### src/rtl/alu_flags_pkg.sv
// Package: shared operation codes and widths for the add/subtract unit.
// Assumes the code field is 3 bits; codes above OP_SLT are unused.
package alu_flags_pkg;
    localparam int OPW = 3;

    typedef enum logic [OPW-1:0] {
        OP_ADD = 3'b000,
        OP_SUB = 3'b001,
        OP_AND = 3'b010,
        OP_OR  = 3'b011,
        OP_SLT = 3'b100
    } alu_op_e;
endpackage

### src/rtl/alu_bit_adder.sv
// One-bit full adder: sum and carry from two bits and an incoming carry.
// Assumes nothing beyond single-bit inputs; purely combinational.
module alu_bit_adder (
    input  logic x,
    input  logic y,
    input  logic cin,
    output logic s,
    output logic cout
);
    // sum and majority carry
    always_comb begin
        s    = x ^ y ^ cin;
        cout = (x & y) | (x & cin) | (y & cin);
    end
endmodule

### src/rtl/alu_ripple_addsub.sv
// Ripple-carry adder/subtractor built from W one-bit adders.
// Each bit of y passes through an XOR with 'sub', and 'sub' also feeds the
// first carry, so sub=1 forms x + ~y + 1. Assumes W >= 2.
module alu_ripple_addsub #(
    parameter int W = 32
) (
    input  logic         sub,
    input  logic [W-1:0] x,
    input  logic [W-1:0] y,
    output logic [W-1:0] sum,
    output logic         carry_out,
    output logic         carry_into_msb
);
    logic [W:0]   chain;
    logic [W-1:0] y_cond;

    // conditional inversion of the second operand
    always_comb begin
        y_cond = y ^ {W{sub}};
    end

    assign chain[0] = sub;

    for (genvar i = 0; i < W; i++) begin : g_bit
        alu_bit_adder u_fa (
            .x    (x[i]),
            .y    (y_cond[i]),
            .cin  (chain[i]),
            .s    (sum[i]),
            .cout (chain[i+1])
        );
    end

    // carries at the sign position
    always_comb begin
        carry_out      = chain[W];
        carry_into_msb = chain[W-1];
    end
endmodule

### src/rtl/alu_bitwise.sv
// Bitwise AND / OR of two words; 'pick_or' selects OR.
// Assumes the caller gates the output for codes that do not use it.
module alu_bitwise #(
    parameter int W = 32
) (
    input  logic         pick_or,
    input  logic [W-1:0] x,
    input  logic [W-1:0] y,
    output logic [W-1:0] z
);
    // select between the two bitwise functions
    always_comb begin
        z = pick_or ? (x | y) : (x & y);
    end
endmodule

### src/rtl/alu_flags_unit.sv
// Top: add/subtract/AND/OR/signed less-than unit with zero, carry and
// overflow flags, all registered once. Assumes a single clock and a
// synchronous active-low reset; unused codes yield a zero result.
module alu_flags_unit #(
    parameter int W = 32
) (
    input  logic                          clk,
    input  logic                          rst_n,
    input  logic [W-1:0]                  op_a,
    input  logic [W-1:0]                  op_b,
    input  logic [alu_flags_pkg::OPW-1:0] op_code,
    output logic [W-1:0]                  res,
    output logic                          flag_zero,
    output logic                          flag_carry,
    output logic                          flag_ovf
);
    import alu_flags_pkg::*;

    localparam int MSB = W - 1;

    logic         do_sub;
    logic [W-1:0] arith_sum;
    logic         arith_cout;
    logic         arith_cmsb;
    logic         arith_ovf;
    logic [W-1:0] logic_out;
    logic [W-1:0] res_d;
    logic         carry_d;
    logic         ovf_d;

    // subtract path serves both subtract and the less-than test
    always_comb begin
        do_sub = (op_code == OP_SUB) || (op_code == OP_SLT);
    end

    alu_ripple_addsub #(.W(W)) u_addsub (
        .sub            (do_sub),
        .x              (op_a),
        .y              (op_b),
        .sum            (arith_sum),
        .carry_out      (arith_cout),
        .carry_into_msb (arith_cmsb)
    );

    alu_bitwise #(.W(W)) u_bitwise (
        .pick_or (op_code == OP_OR),
        .x       (op_a),
        .y       (op_b),
        .z       (logic_out)
    );

    // signed overflow from disagreeing carries at the sign bit
    always_comb begin
        arith_ovf = arith_cmsb ^ arith_cout;
    end

    // result and flag selection by operation code
    always_comb begin
        res_d   = '0;
        carry_d = 1'b0;
        ovf_d   = 1'b0;
        case (op_code)
            OP_ADD, OP_SUB: begin
                res_d   = arith_sum;
                carry_d = arith_cout;
                ovf_d   = arith_ovf;
            end
            OP_AND, OP_OR: begin
                res_d = logic_out;
            end
            OP_SLT: begin
                res_d   = {{(W-1){1'b0}}, arith_sum[MSB] ^ arith_ovf};
                carry_d = arith_cout;
                ovf_d   = arith_ovf;
            end
            default: begin
                res_d = '0;
            end
        endcase
    end

    // output register with synchronous reset
    always_ff @(posedge clk) begin
        if (!rst_n) begin
            res        <= '0;
            flag_zero  <= 1'b1;
            flag_carry <= 1'b0;
            flag_ovf   <= 1'b0;
        end else begin
            res        <= res_d;
            flag_zero  <= (res_d == '0);
            flag_carry <= carry_d;
            flag_ovf   <= ovf_d;
        end
    end
endmodule

### config.mk
export PLATFORM = sky130hd
export DESIGN_NAME = alu_flags_unit
export DESIGN_NICKNAME = d
export VERILOG_FILES = /design/src/rtl/alu_flags_pkg.sv /design/src/rtl/alu_bit_adder.sv /design/src/rtl/alu_ripple_addsub.sv /design/src/rtl/alu_bitwise.sv /design/src/rtl/alu_flags_unit.sv
export SDC_FILE = /design/constraint.sdc
export NUM_CORES = 1
export LEC_CHECK = 0
export BUFFER_PORTS_ARGS = -buffer_cell sky130_fd_sc_hd__buf_2
export CORE_MARGIN = 1.5
export CORE_UTILIZATION = 55
export CTS_BUF_LIST = sky130_fd_sc_hd__clkbuf_4 sky130_fd_sc_hd__clkbuf_8
export DETAILED_ROUTE_END_ITERATION = 7
export PLACE_DENSITY = 0.84
export SYNTH_ARGS = -nofsm -noshare
export SYNTH_HDL_FRONTEND = slang
export SYNTH_HIERARCHICAL = 1
export SYNTH_SLANG_ARGS = --single-unit
export TNS_END_PERCENT = 50
### constraint.sdc
create_clock -name clk -period 28 [get_ports clk]
set_clock_uncertainty 0.2 [all_clocks]
set_input_delay 5.6 -clock clk [delete_from_list [all_inputs] [get_ports clk]]
set_output_delay 5.6 -clock clk [all_outputs]
set_load 0.01 [all_outputs]
==> flow_metrics.tcl <==
set metrics [dict create \
    outcome "finished clean" \
    core-area_um2 4848 \
    fin_crit_ns 20.62 \
    worst-endpoint-arrival_ns 20.62 \
    grt_use_total_pct 26.56 \
    min_path_cells 2 \
    vias 2243 \
    synth_edf_count 0 \
    synthFlopType "dfxtp_1" \
    io_pins 104 \
    post-route-util_pct 71.12 \
    grt.overflow.total 0 \
    synth-seq-area-share_pct 24.65 \
    cpMostUsedCell "fa_1" \
    layout-drive-gt1-share_pct 44.48 \
    fillCellCount 359 \
    cts_tree "built" \
    dieHeight_um 74.89 \
    dieArea_um2 5609 \
    die_w_um 74.89 \
    critical_path.max_stage_delay_ns 0.53 \
    numCtsBuffers 5 \
    tns_ns 0 \
    crit_slowest_cell "fa_1" \
    slew_viol_final 0 \
    route.detailed.drc 0 \
    rows 25 \
    clock_sinks 35 \
    rsz0062_at_grt "no" \
    syn-num-nets 345 \
    cts_resized 0 \
    required_ns 28.00 \
    syn_area_um2 2843 \
    critPathKind "in2reg" \
    end_kind "register" \
    viasPerCell 5.457 \
    grt_pass1_vias 2278 \
    yosys_warnings 6 \
    leakage_uw 0.001640 \
    timing.final.crit_share_pct 73.63 \
    drt_wl_total_mm 7.049 \
    whs_ns 5.327 \
    final_antenna_net_count 0 \
    cts_setup_buffers 0 \
    htreeDepth 2 \
    finalNetCount 444 \
    maxCapViolations 0 \
    fmax_mhz 48.50 \
    power_per_cell_area_nw_per_um2 52.89 \
    antenna_found_initial 0 \
    drt_iter0_drc 159 \
    cp_top_family "adder cells" \
    start_kind "input pin" \
    whs_endpoint "flag_zero" \
    cp_max_fo 41 \
    cts_buffer_depth 2 \
    port_buffers 103 \
    hold_buffers 0 \
    worstMarginPinSlew_ns 1.179 \
    hold_start "rst_n" \
    initial_core_util_pct 58.63 \
    yosysUniqueCellTypes 29 \
    routedWlPerCell_um 17.15 \
    cts.clk_slew.worst_paths_ns 0.07 \
    vdd_drop_max_mv 0.03025 \
    slew-limit-headroom_pct 21.41 \
    hpwl_mm 5.619 \
    postSynthAreaPerCell_um2 11.65 \
    syn2layout_area_growth_pct 21.30 \
    grt_max_degree 42 \
    ys_ff_latch 35 \
    grt_pass1_wl_mm 10.89 \
    worst_hold_path_type "in2reg" \
    synthCells 244 \
    hold_viol 0 \
    cp_num_buf_inv 3 \
    place.gp.congestion 0.8884 \
    cts_root_buffer "clkbuf_8" \
    async_reset_ff_share_pct 0 \
    setup_viol 0 \
    diodes 0 \
    drt_first_pass_iters 4 \
]
[cells in the final DEF (no fill, tap or decap), types with 3 or more instances in the layout]
cell type,Yosys,layout
buf_4,3,3
nor4_1,12,12
fa_1,32,32
clkbuf_8,0,6
mux2i_1,31,31
xor2_1,33,33
nand4_1,4,4
buf_2,1,103
dfxtp_1,35,35
maj3_2,30,30
nor2_1,33,31
[layer usage]
metal	wire, µm	global-route usage, %	share of wire (%)
met5	0	0	0
met4	170	11.52	2.4
met3	514	5.087	7.3
met2	3485	44.05	49
met1	2879	33.93	41
[state kept, by name, summed over array words and instances, names as in the netlist]
name and count:
flag_zero 1, res 32, flag_carry 1, flag_ovf 1
[metrics by stage]
stage	worst slack [ns]	total power (µW)	instances	area [µm²]
final	7.383	182.4	411	3448
after global routing	7.019	191.5	411	3448
after CTS	7.449	182.3	411	3448
after detailed placement	7.197	133.9	403	3331
after global placement	7.612	131.2	403	3331
after floorplan	7.945	109.2	244	2843
[report_power, final]
part | switching, µW | internal, µW
clock network | 19.6 | 28.8
logic | 43.7 | 35.3
registers | 0.908 | 54.0
total | 64.2 | 118
[worst max path at each step]
stage / start / to / slack, ns / cells after the start
after floorplan: op_code[1] / flag_zero / 7.95 / 42
after global placement: op_code[1] / flag_zero / 7.61 / 40
after detailed placement: op_code[1] / flag_zero / 7.20 / 40
after CTS: op_code[1] / flag_zero / 7.45 / 40
after global routing: op_code[1] / flag_zero / 7.02 / 40
final: op_code[1] / flag_zero / 7.38 / 40
[cells by family after synthesis]
| kind of cell | count (synthesis) | share of synthesized area, % |
|---|---|---|
| XOR/XNOR | 35 | 10.78 |
| AND/OR/NAND/NOR | 61 | 11.75 |
| adder cells (fa/ha/maj) | 64 | 35.12 |
| multiplexers | 32 | 11.31 |
| buffers and inverters | 14 | 5.061 |
| AO/OA/AOI/OAI | 3 | 1.321 |
| flip-flops | 35 | 24.65 |
[Yosys cell counts (all sizes together) (2+ instances only)]
library cell,n,area share [%]
nor2,33,4.4
nand4,4,0.88
buf,11,4.7
nor4,15,4.3
mux2i,31,11
nand2,2,0.26
fa,32,23
xnor2,2,0.62
dfxtp,35,25
clkbuf,3,0.40
xor2,33,10
maj3,32,13
[cell type report]
type	count	area (µm²)	area share, %
clock inverters	2	35.03	1.016
well taps	67	83.83	2.431
repair buffers	106	538.0	15.60
multi-input cells	195	2008	58.24
clock buffers	6	82.58	2.395
flip-flops and latches	35	700.7	20.32
(Power assumes the default switching activity.)
